**config.mk**
```make
export PLATFORM = sky130hd
export DESIGN_NAME = nand_mode_bridge
export DESIGN_NICKNAME = d
export VERILOG_FILES = /design/src/rtl/nand_mode_bridge.sv
export SDC_FILE = /design/constraint.sdc
export NUM_CORES = 1
export LEC_CHECK = 0
export BUFFER_PORTS_ARGS = -buffer_cell sky130_fd_sc_hd__buf_4
export CAP_MARGIN = 20
export CORE_MARGIN = 5
export CORE_UTILIZATION = 51
export CTS_CLUSTER_DIAMETER = 60
export CTS_CLUSTER_SIZE = 40
export DETAILED_ROUTE_END_ITERATION = 8
export PLACE_DENSITY = 0.88
export SYNTH_ARGS = -nofsm -noshare
export SYNTH_HDL_FRONTEND = slang
export SYNTH_SLANG_ARGS = --single-unit
export TNS_END_PERCENT = 20
```
**constraint.sdc**
```tcl
create_clock -name clk -period 1.96 [get_ports clk]
set_input_delay 0.098 -clock clk [delete_from_list [all_inputs] [get_ports clk]]
set_output_delay 0.098 -clock clk [all_outputs]
set_load 0.005 [all_outputs]
```
**src/rtl/nand_mode_bridge.sv**
```systemverilog
module nand_mode_bridge #(
  parameter int PHASE_CLKS = 2
) (
  input  logic        clk,
  input  logic        rst_n,
  input  logic        hst_req,
  input  logic        hst_wr,
  input  logic        hst_wide,
  input  logic [1:0]  hst_addr,
  input  logic [15:0] hst_wdata,
  output logic [15:0] hst_rdata,
  output logic        hst_ack,
  output logic        nf_ce_n,
  output logic        nf_cle,
  output logic        nf_ale,
  output logic        nf_we_n,
  output logic        nf_re_n,
  output logic        nf_wp_n,
  output logic [7:0]  nf_dq_o,
  output logic        nf_dq_oe,
  input  logic [7:0]  nf_dq_i,
  input  logic        nf_rb_n,
  output logic        card_pwr,
  output logic        act_led
);

  localparam int CW = (PHASE_CLKS > 1) ? $clog2(PHASE_CLKS) : 1;
  localparam logic [CW-1:0] LAST = CW'(PHASE_CLKS - 1);
  localparam logic [1:0] A_DATA = 2'd0;
  localparam logic [1:0] A_MODE = 2'd1;
  localparam logic [1:0] A_STAT = 2'd2;

  typedef enum logic [1:0] {S_IDLE, S_LOW, S_HIGH} st_t;

  st_t         st;
  logic [CW-1:0] cnt;
  logic        idx, wide_q, rd_q, rb_q;
  logic [7:0]  mode_q;
  logic [15:0] wbuf;

  always_ff @(posedge clk or negedge rst_n) begin
    if (!rst_n) begin
      st        <= S_IDLE;
      cnt       <= '0;
      idx       <= 1'b0;
      wide_q    <= 1'b0;
      rd_q      <= 1'b0;
      rb_q      <= 1'b1;
      mode_q    <= 8'h00;
      wbuf      <= '0;
      hst_rdata <= '0;
      hst_ack   <= 1'b0;
    end else begin
      rb_q    <= nf_rb_n;
      hst_ack <= 1'b0;
      case (st)
        S_IDLE: if (hst_req && !hst_ack) begin
          if (hst_addr == A_DATA) begin
            st        <= S_LOW;
            cnt       <= '0;
            idx       <= 1'b0;
            wide_q    <= hst_wide;
            rd_q      <= !hst_wr;
            wbuf      <= hst_wdata;
            hst_rdata <= '0;
          end else begin
            if (hst_wr && hst_addr == A_MODE) mode_q <= hst_wdata[7:0];
            case (hst_addr)
              A_MODE:  hst_rdata <= {8'h00, mode_q};
              A_STAT:  hst_rdata <= {8'h00, !rb_q, 7'h00};
              default: hst_rdata <= '0;
            endcase
            hst_ack <= 1'b1;
          end
        end
        S_LOW: begin
          if (cnt == LAST) begin
            cnt <= '0;
            st  <= S_HIGH;
            if (rd_q) begin
              if (idx) hst_rdata[15:8] <= nf_dq_i;
              else     hst_rdata[7:0]  <= nf_dq_i;
            end
          end else begin
            cnt <= cnt + 1'b1;
          end
        end
        S_HIGH: begin
          if (cnt == LAST) begin
            cnt <= '0;
            if (wide_q && !idx) begin
              idx <= 1'b1;
              st  <= S_LOW;
            end else begin
              st      <= S_IDLE;
              hst_ack <= 1'b1;
            end
          end else begin
            cnt <= cnt + 1'b1;
          end
        end
        default: st <= S_IDLE;
      endcase
    end
  end

  assign nf_cle   = mode_q[0];
  assign nf_ale   = mode_q[1];
  assign card_pwr = mode_q[2];
  assign act_led  = mode_q[3];
  assign nf_ce_n  = !mode_q[4];
  assign nf_wp_n  = mode_q[7];
  assign nf_we_n  = !(st == S_LOW && !rd_q);
  assign nf_re_n  = !(st == S_LOW && rd_q);
  assign nf_dq_oe = (st != S_IDLE) && !rd_q;
  assign nf_dq_o  = idx ? wbuf[15:8] : wbuf[7:0];

  assert_no_dual_strobe_R11: assert property (@(posedge clk) disable iff (!rst_n)
    !(!nf_we_n && !nf_re_n));

  assert_data_held_at_rise_R6: assert property (@(posedge clk) disable iff (!rst_n)
    $rose(nf_we_n) |-> $stable(nf_dq_o) && nf_dq_oe);

  assert_drive_while_strobe_R6: assert property (@(posedge clk) disable iff (!rst_n)
    !nf_we_n |-> nf_dq_oe);

  assert_ack_pulse_R8: assert property (@(posedge clk) disable iff (!rst_n)
    hst_ack |=> !hst_ack);

  assert_reg_ack_next_R8: assert property (@(posedge clk) disable iff (!rst_n)
    (st == S_IDLE && hst_req && !hst_ack && hst_addr != A_DATA) |=> hst_ack);

  assert_ctrl_stable_in_cycle_R10: assert property (@(posedge clk) disable iff (!rst_n)
    (st != S_IDLE) |=> $stable({nf_cle, nf_ale, nf_ce_n, nf_wp_n}));

endmodule

```
==> results of run 1 <==
## cells in the mapped netlist
library cell | count | area share
nor2_1 | 13 | 0.021
ha_1 | 10 | 0.054
o21ai_2 | 2 | 0.0075
a211oi_1 | 1 | 0.0032
and3_1 | 1 | 0.0027
nand4b_1 | 1 | 0.0037
a21oi_1 | 10 | 0.021
a31oi_1 | 1 | 0.0027
nand2b_1 | 2 | 0.0054
o21ai_1 | 6 | 0.013
buf_4 | 1 | 0.0032
inv_1 | 7 | 0.011
buf_6 | 5 | 0.024
a21oi_2 | 2 | 0.0075
mux2_2 | 36 | 0.17
o21a_1 | 1 | 0.0032
clkbuf_1 | 3 | 0.0048
nand2b_4 | 3 | 0.018
a221o_1 | 1 | 0.0043
a21boi_1 | 1 | 0.0032
a221oi_4 | 1 | 0.011
nor4bb_1 | 1 | 0.0043
nor2b_1 | 3 | 0.0080
nor3b_2 | 1 | 0.0054
nand4_1 | 1 | 0.0027
dfrtp_1 | 47 | 0.50
dfstp_2 | 1 | 0.011
nand2_1 | 21 | 0.034
o21ai_0 | 2 | 0.0043
nand3b_1 | 1 | 0.0032
a22oi_1 | 7 | 0.022
a32oi_1 | 1 | 0.0037
## final timing paths
check                             startpoint  slack [ps]  depth (start not counted)           end
min in group asynchronous              rst_n         340                          2      wbuf[15]
worst min-delay path                  hst_wr           6                          2          rd_q
worst min register to register  hst_rdata[9]         490                          2  hst_rdata[9]
worst max-delay path                   st[1]         100                          5     mode_q[3]
max in group asynchronous              rst_n        1220                          2       wbuf[3]
worst max register to register         st[1]         100                          5     mode_q[3]
## stage by stage
stage | setup slack [ps] | area (um^2)
CTS | 16.4 | 3030
floorplan | 205 | 2340
global route | -4.70 | 3040
finish | 104 | 3040
detailed placement | -7.32 | 2870
global placement | 85.2 | 2870
## cell usage in the layout (no fill, tap or decap)
cell / count
a21oi_1: 10
ha_1: 10
mux2_2: 36
o21a_1: 1
and3_4: 1
a31oi_1: 1
nand2_1: 21
nand2b_1: 2
a211oi_1: 1
o21ai_1: 6
nand3b_1: 1
a221oi_4: 1
nor2_1: 13
a221o_2: 1
nor4bb_2: 1
nor3b_2: 1
dfrtp_1: 47
nor2b_1: 3
bufinv_16: 2
nand4_1: 1
dlygate4sd3_1: 2
a32oi_1: 1
a22oi_1: 7
o21ai_2: 2
a21boi_1: 1
a21oi_2: 2
o21ai_0: 2
inv_1: 7
nand4b_1: 1
nand2b_4: 3
buf_4: 72
inv_6: 1
dfstp_2: 1
clkbuf_8: 5
## worst max-delay path: cells and delay by family, from the launching register on
family / cells / cell delay (ps)
DFF: 1 / 430
adders and majority gates: 1 / 260
muxes: 1 / 370
and+or+nand+nor: 2 / 560
buffers and inverters: 1 / 140
## final cells by class
class | count | share of cell area
Timing Repair Buffer | 74 | 0.185
Multi-Input combinational cell | 130 | 0.344
Tap cell | 52 | 0.0214
Clock inverter | 3 | 0.0227
Inverter | 7 | 0.00865
Sequential cell | 48 | 0.396
Clock buffer | 5 | 0.0227
## metal layers
metal  track usage  up-vias
met1         0.231      835
met3        0.0660        9
met2         0.290       70
li1              -      814
met5             0        -
met4        0.0515        0
## registers in the layout, indices dropped and copies added, names as in the netlist
name,cells
hst_rdata,16
wbuf,16
mode_q,8
st,2
cnt,1
hst_ack,1
idx,1
rb_q,1
rd_q,1
wide_q,1
## kinds of logic after synthesis
family,Yosys count,share of synthesized area
compound gates,36,0.108
fa+ha+maj,10,0.0535
buf+inv,16,0.0434
flops,48,0.514
mux,36,0.173
simple gates,48,0.108
## what timing repair did
| item | in CTS | in global routing |
|---|---|---|
| gates resized for setup | 1 | 3 |
| setup endpoints to repair | 8 | 19 |
| hold endpoints to repair | 48 | 0 |
| setup buffers | 0 | 0 |
| hold buffers | 2 | 0 |
| pin swaps | 0 | 1 |
## report_power, final
group | total, W | switching (W) | internal (W)
combinational | 0.00229 | 0.00101 | 0.00127
sequential | 0.00175 | 0.000308 | 0.00144
clock | 0.000862 | 0.000349 | 0.000513
==> results by group, run 1 <==
Run
  • MaxCap Viol Count: 0

Logic synthesis
  • Register area share after synthesis: 0.514
  • Netlist cell types: 32
  • Yosys warning count: 0
  • Syn Area/Cell: 12.0 um^2
  • Synth Cell Area: 2340 um^2
  • Gate Count Post-Synth: 194
  • #FFs+latches synth: 48
  • Syn_nets: 236

STA
  • Max Clk Rate: 539 MHz
  • Slew HR: 0.600
  • Minimum hold slack: 6.41 ps
  • Worst Tran Pin Value: 599 ps
  • Setup total negative slack: 0 ps
  • Setup Skew: 6.97 ps
  • Fin. Hold Viols: 0
  • Fin crit period: 1860 ps
  • Slew Limit Fails: 0
  • Final setup fails: 0
  • RSZ-0062 raised after global routing: yes
  • Final period utilization: 0.947

Drt
  • Routed vias/inst: 5.42
  • 1st-iter DRT viols: 113
  • Routed Antenna Nets: 0
  • DRT met1 WL: 2.16 mm
  • Uppermost layer routed: met4
  • Overall routed net length: 5.30 mm
  • Metal2 WL: 2.61 mm
  • Post-DR wirelength/cell: 16.6 um
  • Vias: 1728
  • Drt pass-1 iters: 4
  • DR WL met3: 440 um
  • # DRC: 0

Cells and area
  • Area taken by multi-input logic gates: 1050 um^2
  • Seq. cell area: 1200 um^2
  • Antenna diodes: 0
  • Non-Filler Instances: 319
  • FILL cells: 319
  • Final Util: 0.688
  • Layout cells sized above 1: 0.483
  • Area delta synth->final: 30.0%
  • # nets final: 308

CTS
  • Clock sinks: 48
  • Clock slew at reported path FFs: 90 ps
  • CTS buffer count: 5
  • Worst-Skew Late Latency: 310 ps
  • CTS max path bufs: 2
  • CTS tree: yes
  • CTS H-tree lvls: 2
  • Root buf cell: clkbuf_8

Power
  • Pleak: 1.44 nW
  • Power Total: 0.00490 W
  • PwrDens: 1610 nW/um^2
  • Maximum vdd drop: 0.000963 V

Floorplan
  • Core ar.: 4410 um^2
  • Die Wd: 77.7 um
  • IO Pins: 66
  • Initial Util: 0.529
  • Die height: 77.7 um
  • Die footprint: 6040 um^2
  • Core Rows: 24

GRT
  • Largest net degree at the start of global routing: 49
  • Total congestion overflow: 0
  • Initial antenna violation count: 0
  • Vias in the first global route: 1807
  • GRT Resource Usage Total: 0.181
  • First-pass GRT wire length: 8.86 mm

Setup path
  • Worst Path Required: 2160 ps
  • Critical-path top delay cell: dfrtp_1
  • Crit-path max FO: 8
  • Crit start category: flop
  • CP Cell Sequence: inv_1 -> ha_1 -> nor3b_2 -> and3_4 -> mux2_2
  • CP max stage delay: 430 ps
  • Kind of critical path: flop to flop
  • Worst EP arrival: 2050 ps
  • Critical Path Sink Type: flop

Outcome
  • Status: finished clean

Placed design
  • Port Buffers: 65
  • Post-DP HPWL: 3.79 mm
  • Placed cell count: 309
  • GPL Wtd Cong: 0.828

Worst hold path
  • Min-Delay Path Class: primary input to flop
(Power assumes the default switching activity.)
==> inputs of run 2 (changes only) <==
ABC_CLOCK_PERIOD_IN_PS = 1960   (was unset)
CORE_ASPECT_RATIO = 1.5   (was unset)
==> run 2 against run 1 <==
Effect of this change:
- sequential cell count unchanged
- largest power group unchanged
- cell count down 0.63%
- critical endpoint is now mode_q[1]
- clock power down 15%
- sequential power about the same
- largest cell class unchanged
- clock skew up 2.4 ps
- critical path type unchanged
- global-route usage up 0.37 points
==> results by group, run 2 (same netlist as run 1, synthesis figures left out) <==
GRT
  • GRT Resource Usage Total: 0.185 (+0.00368)
  • Largest net degree at the start of global routing: 49 (unchanged)
  • Initial antenna violation count: 0 (unchanged)
  • Total congestion overflow: 0 (unchanged)
  • Vias in the first global route: 1756 (-2.8%)
  • First-pass GRT wire length: 8.38 mm (-5.5%)

Setup path
  • R2r setup slk: 90 ps (-20 ps)
  • FF-to-FF path depth: 5 (unchanged)
  • Crit start category: flop
  • Reg-to-reg endpoint: mode_q[1]
  • R2r startpoint: st[0]
  • Crit-path max FO: 8 (unchanged)
  • Kind of critical path: flop to flop
  • Worst Path Required: 2150 ps (about the same)
  • Worst EP arrival: 2060 ps (about the same)
  • Critical Path Sink Type: flop

Outcome
  • Status: finished clean

STA
  • Worst Tran Pin Value: 602 ps (+2.68 ps)
  • Setup total negative slack: 0 ps (unchanged)
  • Final period utilization: 0.956 (+0.00938)
  • Setup Skew: 9.32 ps (+2.35 ps)
  • Max Clk Rate: 533 MHz (-0.98%)
  • Worst Setup Slack, final: 85.3 ps (-18.4 ps)
  • Fin crit period: 1870 ps (+18.4 ps)
  • Slew HR: 0.599 (-0.00179)
  • Fin. Hold Viols: 0 (unchanged)
  • Final setup fails: 0 (unchanged)
  • RSZ-0062 raised after global routing: no
  • Slew Limit Fails: 0 (unchanged)

CTS
  • Root buf cell: clkbuf_8
  • Post-CTS Setup Bufs: 0 (unchanged)
  • CTS max path bufs: 2 (unchanged)
  • Worst-Skew Late Latency: 300 ps (about the same)
  • CTS H-tree lvls: 2 (unchanged)
  • CTS tree: yes
  • Clock slew at reported path FFs: 100 ps (about the same)
  • Clock sinks: 48 (unchanged)
  • CTS buffer count: 5 (unchanged)

Placed design
  • Placed cell count: 306 (-0.97%)
  • Pre-CTS WS: -45.2 ps (-37.9 ps)
  • GPL Wtd Cong: 0.869 (+4.9%)
  • Port Buffers: 65 (unchanged)
  • Post-DP HPWL: 3.97 mm (+4.9%)

Power
  • Int Power: 0.00312 W (-3.3%)
  • PwrDens: 1580 nW/um^2 (-2.3%)
  • Maximum vdd drop: 0.000841 V (-13%)
  • Pleak: 1.44 nW (about the same)
  • Clock power share: 0.153 (-0.023)
  • Switch share: 0.348 (+0.00710)
  • Power Total: 0.00479 W (-2.2%)
  • Reg power frac: 0.364 (+0.007)
  • P_sw: 0.00167 W (-0.18%)
  • Comb pwr share: 0.483 (+0.016)

Drt
  • Vias: 1698 (-1.7%)
  • Post-DR wirelength/cell: 16.5 um (-0.30%)
  • Overall routed net length: 5.25 mm (-0.93%)
  • Drt pass-1 iters: 5 (+1)
  • DR WL met3: 250 um (-43%)
  • Routed vias/inst: 5.36 (-1.1%)
  • Uppermost layer routed: met4
  • 1st-iter DRT viols: 59 (-48%)
  • DRT met1 WL: 1.99 mm (-8.2%)
  • Routed Antenna Nets: 0 (unchanged)
  • # DRC: 0 (unchanged)
  • Metal2 WL: 2.88 mm (+11%)

Cells and area
  • FILL cells: 356 (+12%)
  • Non-Filler Instances: 317 (-0.63%)
  • Layout cells sized above 1: 0.487 (+0.00384)
  • Area delta synth->final: 30.1% (about the same)
  • # nets final: 310 (+0.65%)
  • Most frequent cells in the layout: buf_4, dfrtp_1, mux2_2
  • Top flop regs: hst_rdata: 16 flops, wbuf: 16 flops, mode_q: 8 flops
  • Final Util: 0.675 (-0.0132)
  • Antenna diodes: 0 (unchanged)
  • Most common cell after layout, fill and taps aside: buf_4

Worst hold path
  • Worst Hold Path EP: wide_q
  • Min-Delay Path Class: primary input to flop
  • Hold path cells: 2 (unchanged)
  • Min-delay src: hst_wide

Floorplan
  • Core Rows: 30 (+25%)
  • IO Pins: 66 (unchanged)
  • Core ar.: 4500 um^2 (+2.0%)
  • Die footprint: 6060 um^2 (+0.47%)
  • Die Wd: 65.3 um (-16%)
  • Die height: 92.9 um (+20%)
  • Initial Util: 0.519 (-0.0106)

Run
  • MaxCap Viol Count: 0 (unchanged)
[run 2: changes by cell type in the layout (fill, tap and decap cells not counted), sizes merged]
| cell | change |
|---|---|
| clkinvlp | +1 |
| bufinv | -1 |
| buf | +1 |
| dlygate4sd3 | +1 |
[run 2: cell type report]
class	instances	area, um^2	share of cell area
sequential	48	1200	0.395
multi-input combinational	130	1050	0.344
inverter	7	26.3	0.00864
tap	48	60.1	0.0198
timing repair buffer	76	591	0.194
clock buffer	5	68.8	0.0226
clock inverter	3	46.3	0.0152
[run 2: repair_timing]
item,in CTS,in global routing
gates resized for setup,2,3
hold buffers,3,0
pin swaps,0,1
hold endpoints to repair,49,0
endpoints found under the setup margin,16,19
[run 2: per-stage QoR]
| stage | cell area (um^2) | hold slack, ps |
|---|---|---|
| after floorplan | 2340 | -198 |
| after global placement | 2880 | 141 |
| after detailed placement | 2880 | 151 |
| after CTS | 3030 | 2.98 |
| after global routing | 3040 | 3.86 |
| final | 3040 | 19.7 |
[run 2: critical path, cell delays in order (launching register included)]
cell and delay, ps:
dfrtp_1 440, inv_1 130, ha_2 230, nor3b_2 290, and3_4 310, mux2_2 350
[run 2: power groups by stage]
stage          sequential (W)  combinational [W]  clock [W]
5_1_grt               0.00180            0.00253   0.000807
4_1_cts               0.00174            0.00232   0.000759
2_1_floorplan         0.00174            0.00147          0
3_5_place_dp          0.00176            0.00229          0
6_report              0.00174            0.00231   0.000733
3_3_place_gp          0.00173            0.00221          0
[run 2: how the worst max path moves through the flow]
| stage | from | endpoint | slack, ps |
|---|---|---|---|
| finish | st[0] | mode_q[1] | 90 |
| global route | st[1] | hst_rdata[8] | 30 |
| CTS | st[0] | mode_q[1] | 10 |
| detailed placement | st[0] | mode_q[6] | -50 |
| global placement | st[1] | mode_q[2] | 10 |
| floorplan | st[0] | mode_q[0] | 210 |
[run 2: layer usage]
layer  track usage  vias to the layer above
met3        0.0425                        9
met4        0.0934                        0
li1              -                      818
met2         0.325                       54
met5             0                        -
met1         0.204                      817
==> inputs of run 3 (changes only) <==
CAP_MARGIN = unset   (was 20)
CORE_ASPECT_RATIO = 1.2   (was 1.5)
==> run 3 against run 2 <==
Effect of this change:
- critical path depth up 2
- sequential power about the same
- register-to-register slack about the same
- sequential share of layout area up 0.44 points
- worst hold slack worse by 12 ps
- design area down 1.1%
- die area down 0.36%
- via count up 1.7%
- non-clock buffer count down 2
- global-route usage down 0.25 points
- wire length down 1.1%
- utilization down 1.1 points
==> results by group, run 3 (same netlist as run 1, synthesis figures left out) <==
Placed design
  • Post-DP HPWL: 3.98 mm (+0.25%)
  • Port Buffers: 65 (unchanged)
  • Pre-CTS WS: -24.6 ps (+20.6 ps)
  • GPL Wtd Cong: 0.838 (-3.5%)

Outcome
  • Status: finished clean

Cells and area
  • Seq. cell area: 1200 um^2 (unchanged)
  • Most frequent cells in the layout: buf_4, dfrtp_1, mux2_2
  • Most common cell after layout, fill and taps aside: buf_4
  • Area taken by multi-input logic gates: 1050 um^2 (+0.24%)
  • Layout cells sized above 1: 0.491 (+0.00365)
  • Top flop regs: hst_rdata: 16 flops, wbuf: 16 flops, mode_q: 8 flops
  • Area delta synth->final: 28.6%
  • # nets final: 308 (-0.65%)
  • Antenna diodes: 0 (unchanged)
  • FILL cells: 344 (-3.4%)

Drt
  • # DRC: 0 (unchanged)
  • Vias: 1727 (+1.7%)
  • Overall routed net length: 5.19 mm (-1.1%)
  • Drt pass-1 iters: 4 (-1)
  • Routed Antenna Nets: 0 (unchanged)
  • 1st-iter DRT viols: 62 (+5.1%)
  • Post-DR wirelength/cell: 16.0 um (-3.5%)
  • Routed vias/inst: 5.31 (-0.80%)

CTS
  • Worst-Skew Late Latency: 300 ps (about the same)
  • CTS max path bufs: 2 (unchanged)
  • Post-CTS Setup Bufs: 0 (unchanged)
  • CTS buffer count: 5 (unchanged)
  • CTS H-tree lvls: 2 (unchanged)
  • Clock sinks: 48 (unchanged)
  • Clock slew at reported path FFs: 90 ps (about the same)
  • CTS tree: yes
  • Root buf cell: clkbuf_8

STA
  • Slew Limit Fails: 0 (unchanged)
  • Minimum hold slack: 7.71 ps (-12.0 ps)
  • Max Clk Rate: 533 MHz (about the same)
  • Final setup fails: 0 (unchanged)
  • Fin. Hold Viols: 0 (unchanged)
  • Worst Setup Slack, final: 84.3 ps (-1.05 ps)
  • RSZ-0062 raised after global routing: no
  • Fin crit period: 1880 ps (+1.05 ps)
  • Final period utilization: 0.957 (about the same)
  • Worst Tran Pin Value: 585 ps (-16.8 ps)
  • Slew HR: 0.610 (+0.0112)
  • Setup Skew: 2.57 ps (-6.75 ps)

Setup path
  • CP max stage delay: 440 ps (about the same)
  • Worst path top cell family by delay: flip-flops
  • R2r startpoint: st[0]
  • CP Cell Sequence: inv_1 -> ha_2 -> buf_4 -> nor2b_1 -> a21oi_2 -> o21a_1 -> mux2_2
  • Kind of critical path: flop to flop
  • Crit start category: flop
  • Critical Path Sink Type: flop
  • R2r setup slk: 80 ps (about the same)
  • Crit path buffers/inverters: 2 (+1)
  • Crit-path max FO: 5 (-3)
  • Worst EP arrival: 2060 ps (about the same)
  • Worst Path Required: 2150 ps (about the same)
  • Critical-path top delay cell: dfrtp_1
  • Reg-to-reg endpoint: st[0]
  • FF-to-FF path depth: 7 (+2)

Worst hold path
  • Min-Delay Path Class: primary input to flop
  • Min-delay src: hst_wr
  • Worst Hold Path EP: rd_q
  • Hold path cells: 2 (unchanged)

Power
  • Pleak: 1.42 nW (-1.4%)
  • PwrDens: 1560 nW/um^2 (-1.1%)
  • Maximum vdd drop: 0.000980 V (+16%)

Floorplan
  • Die Wd: 71.8 um (+10%)
  • Core ar.: 4530 um^2 (+0.50%)
  • IO Pins: 66 (unchanged)
  • Core Rows: 27 (-10%)
  • Initial Util: 0.516 (-0.00258)
  • Die height: 84.2 um (-9.4%)
  • Die footprint: 6040 um^2 (-0.36%)

GRT
  • First-pass GRT wire length: 8.69 mm (+3.8%)
  • Total congestion overflow: 0 (unchanged)
  • GRT Resource Usage Total: 0.182 (-0.00252)
  • Initial antenna violation count: 0 (unchanged)
  • Vias in the first global route: 1798 (+2.4%)
  • Largest net degree at the start of global routing: 49 (unchanged)

Run
  • MaxCap Viol Count: 0 (unchanged)
[run 3: cell count changes in the layout (fill, tap and decap cells not counted), sizes merged]
cell         before  now
buf              73   72
bufinv            1    0
clkbuf            5    6
clkinv            0    1
clkinvlp          1    0
dlygate4sd3       3    2
[run 3: area by class of cell]
type | count | area share
Clock buffer | 6 | 0.0275
Clock inverter | 2 | 0.00458
Inverter | 7 | 0.00874
Multi-Input combinational cell | 130 | 0.349
Sequential cell | 48 | 0.400
Tap cell | 58 | 0.0241
Timing Repair Buffer | 74 | 0.186
[run 3: where the power goes]
part	internal [W]	switching [W]	leakage (nW)
Combinational	0.00128	0.00103	0.772
Clock	0.000289	0.000332	0.0516
Sequential	0.00144	0.000309	0.595
[run 3: through the flow]
step / util / setup TNS [ps] / std cells / power, W / instance area (um^2)
final: 0.664 / 0 / 325 / 0.00468 / 3010
after global routing: 0.664 / 0 / 325 / 0.00503 / 3010
after CTS: 0.662 / 0 / 325 / 0.00469 / 3000
after detailed placement: 0.635 / -172 / 315 / 0.00406 / 2880
after global placement: 0.635 / 0 / 315 / 0.00393 / 2880
after floorplan: - / 0 / 194 / 0.00320 / 2340
[run 3: repair_timing]
item / CTS / global route
endpoints found under the setup margin: 18 / 18
hold buffers: 2 / 0
gates resized for setup: 3 / 3
endpoints found under the hold margin: 48 / 0
pin swaps: 0 / 1
[run 3: worst max path at each step]
stage	cells after the start	to	slack, ps	start
2_1_floorplan	6	mode_q[0]	210	st[0]
3_3_place_gp	5	mode_q[2]	50	st[1]
3_5_place_dp	5	mode_q[4]	-20	st[0]
4_1_cts	7	st[0]	50	st[0]
5_1_grt	7	st[0]	40	st[0]
6_report	7	st[0]	80	st[0]
[run 3: layer usage]
metal | part of all wire | GRT usage
met5 | 0 | 0
met1 | 0.39 | 0.219
met2 | 0.53 | 0.304
met4 | 0.015 | 0.0650
met3 | 0.065 | 0.0587
